**src/rtl/aux_reply_classifier.sv**
```systemverilog
module aux_reply_classifier #(
  parameter int CNT_W   = 5,
  parameter int TMO_CYC = 1000
) (
  input  logic             clk,
  input  logic             rst_n,
  input  logic             start,
  input  logic             rx_done,
  input  logic             hpd_lost,
  input  logic [6:0]       rx_flags,
  input  logic [CNT_W-1:0] rx_count,
  input  logic [CNT_W-1:0] buf_size,
  input  logic             byte_vld,
  input  logic [7:0]       byte_in,
  output logic             byte_rdy,
  output logic             buf_we,
  output logic [CNT_W-1:0] buf_addr,
  output logic [7:0]       buf_wdata,
  output logic             res_vld,
  output logic [1:0]       res_code,
  output logic [3:0]       reply_code,
  output logic [CNT_W-1:0] data_cnt,
  output logic             overflow
);
  localparam int TW = $clog2(TMO_CYC + 1);
  localparam logic [1:0] S_IDLE = 2'd0, S_WAIT = 2'd1, S_HEAD = 2'd2, S_DATA = 2'd3;
  localparam logic [1:0] C_OK = 2'd0, C_TMO = 2'd1, C_BAD = 2'd2, C_DISC = 2'd3;

  logic [1:0]       st;
  logic [TW-1:0]    wd;
  logic [CNT_W-1:0] idx;

  wire tmo_hit = |rx_flags[1:0];
  wire bad_hit = |rx_flags[5:2];
  wire wd_last = (wd == TW'(TMO_CYC - 1));
  wire take    = byte_rdy & byte_vld;

  assign byte_rdy = (st == S_HEAD) || (st == S_DATA);

  always_ff @(posedge clk or negedge rst_n) begin
    if (!rst_n) begin
      st         <= S_IDLE;
      wd         <= '0;
      idx        <= '0;
      buf_we     <= 1'b0;
      buf_addr   <= '0;
      buf_wdata  <= '0;
      res_vld    <= 1'b0;
      res_code   <= C_OK;
      reply_code <= '0;
      data_cnt   <= '0;
      overflow   <= 1'b0;
    end else begin
      res_vld <= 1'b0;
      buf_we  <= 1'b0;
      case (st)
        S_IDLE: if (start) begin
          st         <= S_WAIT;
          wd         <= '0;
          res_code   <= C_OK;
          reply_code <= '0;
          data_cnt   <= '0;
          overflow   <= 1'b0;
        end
        S_WAIT: begin
          wd <= wd + 1'b1;
          if (hpd_lost) begin
            res_code <= C_DISC;
            res_vld  <= 1'b1;
            st       <= S_IDLE;
          end else if (rx_done) begin
            if (tmo_hit) begin
              res_code <= C_TMO;
              res_vld  <= 1'b1;
              st       <= S_IDLE;
            end else if (bad_hit || rx_count == '0) begin
              res_code <= C_BAD;
              res_vld  <= 1'b1;
              st       <= S_IDLE;
            end else begin
              data_cnt <= rx_count - 1'b1;
              st       <= S_HEAD;
            end
          end else if (wd_last) begin
            res_code <= C_TMO;
            res_vld  <= 1'b1;
            st       <= S_IDLE;
          end
        end
        S_HEAD: if (take) begin
          reply_code <= byte_in[7:4];
          idx        <= '0;
          if (byte_in[7:4] != 4'd0 || data_cnt == '0) begin
            res_vld <= 1'b1;
            st      <= S_IDLE;
          end else if (data_cnt > buf_size) begin
            overflow <= 1'b1;
            res_vld  <= 1'b1;
            st       <= S_IDLE;
          end else begin
            st <= S_DATA;
          end
        end
        default: if (take) begin
          buf_we    <= 1'b1;
          buf_addr  <= idx;
          buf_wdata <= byte_in;
          idx       <= idx + 1'b1;
          if (idx == data_cnt - 1'b1) begin
            res_vld <= 1'b1;
            st      <= S_IDLE;
          end
        end
      endcase
    end
  end
endmodule


```
**config.mk**
```make
export PLATFORM = sky130hd
export DESIGN_NAME = aux_reply_classifier
export DESIGN_NICKNAME = d
export VERILOG_FILES = /design/src/rtl/aux_reply_classifier.sv
export SDC_FILE = /design/constraint.sdc
export NUM_CORES = 1
export LEC_CHECK = 0
export BUFFER_PORTS_ARGS = -buffer_cell sky130_fd_sc_hd__buf_2
export CORE_MARGIN = 4
export CORE_UTILIZATION = 40
export DETAILED_ROUTE_END_ITERATION = 10
export PLACE_DENSITY = 0.72
export SLEW_MARGIN = 10
export SYNTH_ARGS = -nofsm -noshare
export SYNTH_HDL_FRONTEND = slang
export SYNTH_SLANG_ARGS = --single-unit
```
**constraint.sdc**
```tcl
create_clock -name clk -period 2.28 [get_ports clk]
set_input_delay 0.114 -clock clk [delete_from_list [all_inputs] [get_ports clk]]
set_output_delay 0.114 -clock clk [all_outputs]
set_load 0.005 [all_outputs]
```
Yosys cells after proc, flatten, opt, wreduce, memory -nomap -nowiden
Index checks and enable logic that the tools add are counted.

cells by class
  mux-type cells = 51
  add/subtract/negate cells = 4
  bitwise gates (word level) = 3
  $lt $le $gt $ge = 1
  equal/unequal tests = 15
  reduce and logical (&&, ||, !) cells = 23

operators with widths
  operator                                           count
  2-to-1 mux 5 bit                                   7
  2-to-1 mux 2 bit                                   17
  one-hot mux 10 bit (2 select lines)                1
  one-hot mux 5 bit (2 select lines)                 2
  2-to-1 mux 1 bit                                   16
  != test 2 bit (second input constant)              7
  adder 10 x 1 -> 10 bit (second input constant)     1
  == test 10 bit (second input constant)             1
  logical NOT 5 bit                                  2
  2-to-1 mux 10 bit                                  1
  AND reduction 5 bit                                2
  subtractor 5 x 1 -> 5 bit (second input constant)  2
  2-to-1 mux 4 bit                                   2
  one-hot mux 4 bit (2 select lines)                 1
  nonzero test 4 bit                                 2
  one-hot mux 2 bit (3 select lines)                 1
  AND reduction 2 bit                                3
  AND reduction 6 bit                                1
  adder 5 x 1 -> 5 bit (second input constant)       1
  == test 5 bit                                      1
  > comparator 5 bit                                 1
  != test 5 bit (second input constant)              1
  == test 2 bit (second input constant)              2
  != test 4 bit (second input constant)              1
  other kinds (16)                                   21

storage, ports and cells
  bits of input ports = 31
  flip-flop bits (word level) = 44
  word-level logic and storage cells = 108
  output and inout port bits = 28

Depth between registers and ports, before layout
Gate-level depths: netlist of the first run.

  depth in word-level cells = 7
  depth in mapped cells = 7
  mapped depth without buffers = 7

Worst setup path after synthesis of the first run
OpenSTA, ideal clock, no wires.

  kind = register to register
  from = register data_cnt[2]
  to = register res_vld
  slack = 0.585 ns
  path buffers = 0
  required time = 2.160 ns
  period minus slack after synthesis = 1.695 ns
  data arrival time = 1.575 ns
  library setup time = 0.120 ns
  cell stages (with the launch flop) = 7
  cells stage by stage = dfrtp_1 > ha_1 > o21ai_0 > a21oi_1 > o31ai_1 > a32oi_1 > a31o_2

on the way
  word-level cells in the longest chain between the ends = 5
  elaborated cells on any way between the ends = 11
  those cells by class = add/sub: 1; order compare: 1; eq/ne: 1; mux: 6; reduce/logical: 2

ends and longest elaborated chain
  item                                                     RTL line  RTL
  from (decl)                                              22        output logic [CNT_W-1:0] data_cnt,
  from (signal assigned)                                   81        data_cnt <= rx_count - 1'b1;
  subtractor 5 x 1 -> 5 bit, or another cell as far along  109       if (idx == data_cnt - 1'b1) begin
  == test 5 bit, or another cell as far along              109
  2-to-1 mux 1 bit (on tied branches)                      109, 93
  2-to-1 mux 1 bit (on tied branches)                      104, 90
  one-hot mux 1 bit (3 select lines) (*)                   56        case (st)
  to (signal assigned)                                     54        res_vld <= 1'b0;
  to (signal assigned)                                     69        res_vld <= 1'b1;
  to (signal assigned)                                     110       res_vld <= 1'b1;
  to (decl)                                                19        output logic res_vld,

Every way passes the cells marked *; elsewhere a longest branch is shown, timed or not.
A chain may end at the register's enable or synchronous reset.

Worst setup path after layout of the first run
  from = register data_cnt[0]
  to = register st[1]

on the way
  word-level cells in the longest chain between the ends = 5
  elaborated cells on any way between the ends = 11
  those cells by class = add/sub: 1; order compare: 1; eq/ne: 1; mux: 4; reduce/logical: 4

ends and longest elaborated chain
  item                                                                               RTL line  RTL
  parallel branches: the longest is 5 deep, another holds subtractor 5 x 1 -> 5 bit  -
  to (signal assigned)                                                               58        st <= S_WAIT;
  to (signal assigned)                                                               95        st <= S_IDLE;
  to (signal assigned)                                                               99        st <= S_IDLE;
  to (decl)                                                                          29        logic [1:0] st;

Parallel ways; which one is timed is not known. The select of a mux whose other input is x is not followed.

==> metrics.md, run 1 <==
| Metric | Value |
|---|---|
| Cell with the most instances after synthesis | dfrtp_1 |
| R2R Path Start | data_cnt[0] |
| Max Fanout on Critical Path | 5 |
| Routability Congestion | 0.844 |
| Die ar. | 6950 sq um |
| N_diodes | 0 |
| Cells after DPL | 343 |
| Cell Rows | 27 |
| CTS resizes | 0 |
| Max_cap viols | 0 |
| P_leak | 1.36 nW |
| Number of synthesized flops with an enable pin | 0 |
| Failing checks | negative hold slack |
| Layout cells sized above 1 | 0.306 |
| Synth Warn # | 0 |
| Nets | 319 |
| Port Buffer Count | 57 |
| Post-layout min period | 1.89 ns |
| Post-synth top cells | dfrtp_1 (44), nand2_1 (20), nor2_1 (17) |
| Cells after synthesis | 217 |
| Fill cell count | 527 |
| Number of hold buffers added after CTS | 0 |
| Worst-case clock buffer depth | 2 |
| Outcome | complete, but fails checks |
| Hold crit path type | in -> async |
| Syn-to-layout area delta | 19.7% |
| CP delay by family, top | compound AO/OA/AOI/OAI gates |
| Max Freq | 0.529 GHz |
| Post-DR wirelength/cell | 14.1 um |
| GRT overflow | 0 |
| Buf/Inv on CP | 1 |
| I/O pin total | 59 |
| Utilization after layout | 0.494 |
| First-pass GRT wire length | 8780 um |
| GR Util met3 | 0.0367 |
| Critical Path, Cell by Cell | inv_1 -> ha_1 -> xnor2_1 -> a211oi_1 -> o311ai_0 -> a32oi_1 -> a31oi_1 |
| H-tree levels | 2 |
| PwrDens | 728 nW/um^2 |
| VDD IR max | 0.323 mV |
| Setup WS post-layout | 0.391 ns |
| # DRC | 0 |
| Critical Path Sink Type | flop |
| Post-CTS Setup Inserts | 0 |
| Sequential cell area | 1100 sq um |
| Slew margin rel. | 0.344 |
| Cell Area, Synth | 2270 sq um |
| Worst path slowest cell | dfrtp_1 |
| Reg clk slew, reported paths | 0.08 ns |
| HPWL Detailed | 3720 um |
| Top post-synthesis cells by area | dfrtp_1 (48%), mux2_2 (6.9%), ha_1 (5.5%) |
| Skew-Pair Late Insertion Delay | 0.29 ns |
| Total number of cells along the worst setup path | 7 |
| Final hold viol count | 33 |
| Crit path to | st[1] |
| Vias per cell | 5.22 |
| Core Footprint | 5510 sq um |
| Setup Skew | 0.00443 ns |
| Mean post-synth cell area | 10.5 sq um |
| Setup TNS | 0 ns |
| FF-to-FF End | st[1] |
| Clock tree root driver cell | clkbuf_8 |
| Register area share after synthesis | 0.485 |
| Dominant synthesized flop cell | dfrtp_1 |
| Placed cell area | 2640 sq um |
| CTS tree | done |
| Largest net degree at the start of global routing | 45 |
| Vias in the first global route | 1813 |
| Syn Nets | 258 |
| Area leader, netlist | dfrtp_1 |
| GRT Max-Usage Layer | met2 |
| DR iter-0 viols | 112 |
| Pwr Total | 1.98 mW |
| Die height | 83.3 um |
| FF+latch count, synth | 44 |
| Pre-CTS setup slack | 0.387 ns |
| CTS buffer count | 5 |
| Initial DRT Pass Iterations | 4 |
| Post-Route WL | 4930 um |
| Final Cell Area | 2720 sq um |
| Synth top area share | 0.485 |
| Slew Limit Fails | 0 |
| Initial Util | 0.412 |
| Yosys cell types | 44 |
| Unrepaired setup endpoints after global routing | no |
| Clock sinks | 44 |
| Max incr delay on CP | 0.45 ns |
| Crit path arrival time | 2.05 ns |
| Startpoint types | flop |
| Vias post-DR | 1828 |
| Final cell count without fillers | 350 |
| WP data required | 2.44 ns |
| Total GRT Usage | 0.153 |
| GR Util met1 | 0.206 |
| Final Setup Violations | 0 |
| R2r worst-path depth | 7 |
| Flop2flop setup slack | 0.39 ns |
| Met2 Resource Use GR | 0.245 |
| Critical path origin | data_cnt[0] |
| Fin crit share | 0.828 |
| Worst-margin pin slew | 0.984 ns |
| Die width | 83.3 um |
| Initial antenna violation count | 0 |
| Footprint of the multi-input gates | 1110 sq um |
| Fin Hold WS | -0.0195 ns |
| Post-route ant nets | 0 |
| Setup CP Type | reg -> reg |
| Synth async-reset ratio | 1.00 |
==> registers in the layout (all words and copies together) (netlist names) <==
name	cells
buf_addr	5
buf_wdata	8
buf_we	1
data_cnt	5
idx	5
overflow	1
reply_code	4
res_code	2
res_vld	1
st	2
wd	10
==> layout make-up <==
type,instances,area share
clock buffer,6,0.0267
sequential,44,0.405
tap,72,0.0331
clock inverter,1,0.00184
inverter,10,0.0138
multi-input combinational,158,0.409
timing repair buffer,59,0.110
==> logic make-up after synthesis <==
logic type / share of synthesized area
and+or+nand+nor: 0.167
AOI/OAI and AO/OA: 0.159
DFF: 0.485
buffers and inverters: 0.0253
muxes: 0.0738
adders and majority gates: 0.0551
xor gates and xnor gates: 0.0347
==> power breakdown <==
| group | leakage (nW) | internal [mW] | switching, mW |
|---|---|---|---|
| combinational | 0.718 | 0.256 | 0.242 |
| clock | 0.0410 | 0.209 | 0.257 |
| sequential | 0.597 | 0.896 | 0.120 |
| total | 1.36 | 1.36 | 0.619 |
==> layout by cell type, fill, tap and decap left out, types with 2 or more instances in the layout <==
cell type,count
a22o_1,10
buf_2,57
inv_1,9
buf_4,2
ha_1,10
nand4_1,4
nor3_1,5
mux2_2,14
nand2b_1,3
nand2_1,20
nor2b_1,3
clkbuf_8,5
dfrtp_1,44
o31ai_1,6
xnor2_1,6
a21oi_1,6
a21o_1,3
nor2_1,17
xor2_1,3
o21ai_0,14
nand3_1,11
or4_1,2
==> worst min-delay path by stage <==
stage / startpoint / end / slack [ns] / cells after the start
3_3_place_gp: rst_n / res_code[0] / 0.33 / 1
4_1_cts: rst_n / wd[9] / 0.01 / 1
5_1_grt: byte_in[1] / buf_wdata[1] / 0.05 / 2
2_1_floorplan: rst_n / buf_addr[0] / -0.18 / 0
6_report: rst_n / wd[5] / -0.02 / 1
3_5_place_dp: rst_n / res_code[0] / 0.34 / 1
==> routing by layer <==
metal  routed length, um  part of all wire  vias up
met5                   0                 0        -
met3                 256             0.052        5
met2                2290              0.46       40
met4                  63             0.013        0
li1                    -                 -      915
met1                2320              0.47      868
Power figures use the tool's default switching activity.
==> inputs of run 2 (changes only) <==
ABC_AREA = 1   (was unset)
PLACE_DENSITY = 0.71   (was 0.72)
clock period = 1.9 ns   (was 2.28 ns; I/O delays follow)
==> run 2 against run 1 <==
Effect of this change: the run now ends clean; critical path depth rose by 3; utilization rose by 0.29 points; sequential power rose by 44%; combinational power rose to 3.1 times the previous value; synthesized cell count rose by 45%; worst hold slack improved by 0.025 ns; sequential share of layout area fell by 3.5 points; clock-buffer cell count rose by 2; critical path type unchanged; largest cell class unchanged; largest power group is now combinational cells.
==> metrics.md, run 2 <==
| Metric | Value |
|---|---|
| Outcome | complete, no violations |
| Utilization after layout | 0.497 (+0.00291) |
| Post-layout min period | 1.67 ns (-0.218 ns) |
| FF-to-FF End | st[0] |
| Clock sinks | 44 (unchanged) |
| CTS resizes | 0 (unchanged) |
| Max_cap viols | 0 (unchanged) |
| Total GRT Usage | 0.156 (+0.00290) |
| Cell Rows | 28 (+3.7%) |
| Complex-gate fraction of the synthesized area | 0.113 (-0.0467) |
| Post-DR wirelength/cell | 12.3 um (-13%) |
| DR iter-0 viols | 123 (+9.8%) |
| First-pass GRT wire length | 9450 um (+7.6%) |
| Unrepaired setup endpoints after global routing | no |
| Syn-to-layout area delta | 19.0% |
| Slew margin rel. | 0.716 (+0.372) |
| Main combinational cell family by area after synthesis | simple AND/OR/NAND/NOR gates |
| Mean post-synth cell area | 7.94 sq um (-24%) |
| Worst-margin pin slew | 0.426 ns (-0.559 ns) |
| Port Buffer Count | 57 (unchanged) |
| Most frequent cells in the layout | nand2_1 (89), buf_2 (57), dfrtp_1 (44), inv_1 (41), nand3_1 (30) |
| Final Setup Violations | 0 (unchanged) |
| Critical Path Sink Type | flop |
| CTS buffer count | 5 (unchanged) |
| Largest net degree at the start of global routing | 21 (-53%) |
| PwrDens | 1220 nW/um^2 (+68%) |
| Final hold viol count | 0 (-100%) |
| Register area share after synthesis | 0.440 (-0.0446) |
| Reg with most FFs | wd |
| CTS tree | done |
| Clock tree root driver cell | clkbuf_8 |
| Hold crit path type | in -> reg |
| Setup WS post-layout | 0.229 ns (-0.162 ns) |
| Skew-Pair Late Insertion Delay | 0.29 ns (about the same) |
| Number of hold buffers added after CTS | 3 (+3) |
| Post-route ant nets | 0 (unchanged) |
| # DRC | 0 (unchanged) |
| Worst-case clock buffer depth | 2 (unchanged) |
| H-tree levels | 2 (unchanged) |
| Syn Nets | 356 (+38%) |
| Top post-synthesis cells by area | dfrtp_1 (44%), nand2_1 (13%), inv_1 (6.2%) |
| VDD IR max | 0.673 mV (+110%) |
| WP data required | 2.09 ns (-0.35 ns) |
| Pwr Total | 3.64 mW (+84%) |
| R2R Path Start | data_cnt[0] |
| Hold Crit Depth | 3 |
| Dominant synthesized flop cell | dfrtp_1 |
| Sequential cell area | 1100 sq um (unchanged) |
| Vias per cell | 4.93 (-5.5%) |
| Synth Warn # | 0 (unchanged) |
| Commonest non-fill, non-tap cell in the layout | nand2_1 |
| Adder-cell area share of the yosys netlist | 0.0500 (-0.00507) |
| Post-synthesis mux area share | 0.00400 (-0.0698) |
| Layout cells sized above 1 | 0.234 (-0.0722) |
| Yosys cell types | 37 (-16%) |
| Pre-CTS setup slack | 0.244 ns (-0.144 ns) |
| Die height | 87.1 um (+4.5%) |
| Slew Limit Fails | 0 (unchanged) |
| Number of synthesized flops with an enable pin | 0 (unchanged) |
| Max FFs per register | 10 (unchanged) |
| Nets | 421 (+32%) |
| Largest regs | wd: 10 flops, buf_wdata: 8 flops |
| Cells after synthesis | 315 (+45%) |
| R2r worst-path depth | 10 (+3) |
| Die width | 87.1 um (+4.5%) |
| P_leak | 1.63 nW (+20%) |
| Die ar. | 7580 sq um (+9.2%) |
| Crit path arrival time | 1.86 ns (-0.19 ns) |
| Max Fanout on Critical Path | 5 (unchanged) |
| Reg clk slew, reported paths | 0.08 ns (about the same) |
| Cell with the most instances after synthesis | nand2_1 |
| Core Footprint | 5990 sq um (+8.8%) |
| Cell Area, Synth | 2500 sq um (+10%) |
| FF+latch count, synth | 44 (unchanged) |
| Simple-Gate Fraction of Synth Area | 0.293 (+0.126) |
| HPWL Detailed | 4370 um (+18%) |
| Setup CP Type | reg -> reg |
| Hold Path Origin | byte_in[3] |
| Initial Util | 0.418 (+0.00510) |
| N_diodes | 0 (unchanged) |
| Post-Route WL | 5600 um (+14%) |
| Hold endpoint | buf_wdata[3] |
| Footprint of the multi-input gates | 1170 sq um (+4.8%) |
| Routability Congestion | 0.779 (-7.7%) |
| Startpoint types | flop |
| Area leader, netlist | dfrtp_1 |
| GRT overflow | 0 (unchanged) |
| Initial DRT Pass Iterations | 4 (unchanged) |
| Fill cell count | 597 (+13%) |
| XOR/XNOR Fraction of Synth Area | 0.00700 (-0.0277) |
| Flop2flop setup slack | 0.23 ns (-0.16 ns) |
| Synth async-reset ratio | 1.00 (unchanged) |
| Vias in the first global route | 2138 (+18%) |
| Setup Skew | 0.00376 ns (-0.000665 ns) |
| Vias post-DR | 2250 (+23%) |
| I/O pin total | 59 (unchanged) |
| Max Freq | 0.599 GHz (+13%) |
| Post-CTS Setup Inserts | 0 (unchanged) |
| Setup TNS | 0 ns (unchanged) |
| Post-synth top cells | nand2_1 (89), dfrtp_1 (44), inv_1 (41) |
| Synth top area share | 0.440 (-0.0446) |
| Initial antenna violation count | 0 (unchanged) |
| Fin crit share | 0.879 (+0.0508) |
[run 2: changes by cell type after synthesis, moves of 4 or more]
cell,previous run,this run
nand2_1,20,89
inv_1,9,41
o21ai_1,0,10
o21ai_2,0,4
mux2_2,14,0
nand3_1,11,30
nor2_1,17,24
o31ai_1,6,2
xnor2_1,6,1
inv_2,0,5
a22o_1,10,0
[run 2: cell type report]
| type | count | area share |
|---|---|---|
| Multi-Input combinational cell | 218 | 0.392 |
| Inverter | 47 | 0.0601 |
| Timing Repair Buffer | 64 | 0.116 |
| Clock buffer | 8 | 0.0303 |
| Tap cell | 75 | 0.0315 |
| Sequential cell | 44 | 0.370 |
[run 2: metrics by stage]
step                      area [sq um]  instances  hold WS (ns)
after floorplan                   2500        315        -0.201
after global placement            2860        445       -0.0174
after detailed placement          2860        445       -0.0125
after CTS                         2980        456       0.00106
after global routing              2980        456       0.00497
final                             2980        456       0.00593
[run 2: metal layers]
| metal | share of wire | vias to the layer above | GRT usage |
|---|---|---|---|
| met4 | 0.013 | 0 | 0.0467 |
| li1 | - | 1148 | - |
| met3 | 0.056 | 7 | 0.0312 |
| met2 | 0.51 | 59 | 0.270 |
| met5 | 0 | - | 0 |
| met1 | 0.43 | 1036 | 0.196 |
[run 2: critical path: stages, from the launching register on]
cell	delay, ns
dfrtp_1	0.41
inv_1	0.10
ha_1	0.31
xor2_1	0.16
nand2_1	0.07
nor2_1	0.11
nand3_1	0.11
nand3_1	0.12
nand3_1	0.08
nand2_1	0.06
nand2_1	0.05
[run 2: cells by family after synthesis]
family / Yosys count
AO/OA/AOI/OAI: 46
XOR/XNOR: 2
adder cells (fa/ha/maj): 10
buffers and inverters: 53
flip-flops: 44
multiplexers: 1
AND/OR/NAND/NOR: 159
[run 2: report_power, final]
group / internal (mW) / switching [mW]
Clock: 0.297 / 0.300
Combinational: 0.628 / 0.937
Sequential: 1.23 / 0.239
[run 2: worst max-delay path by stage]
stage | startpoint | endpoint | slack, ns | cells after the start
after CTS | data_cnt[4] | st[0] | 0.22 | 10
after global placement | data_cnt[0] | st[0] | 0.31 | 10
after floorplan | data_cnt[0] | st[0] | 0.38 | 10
final | data_cnt[0] | st[0] | 0.23 | 10
after detailed placement | data_cnt[4] | st[0] | 0.24 | 10
after global routing | data_cnt[0] | st[0] | 0.04 | 12
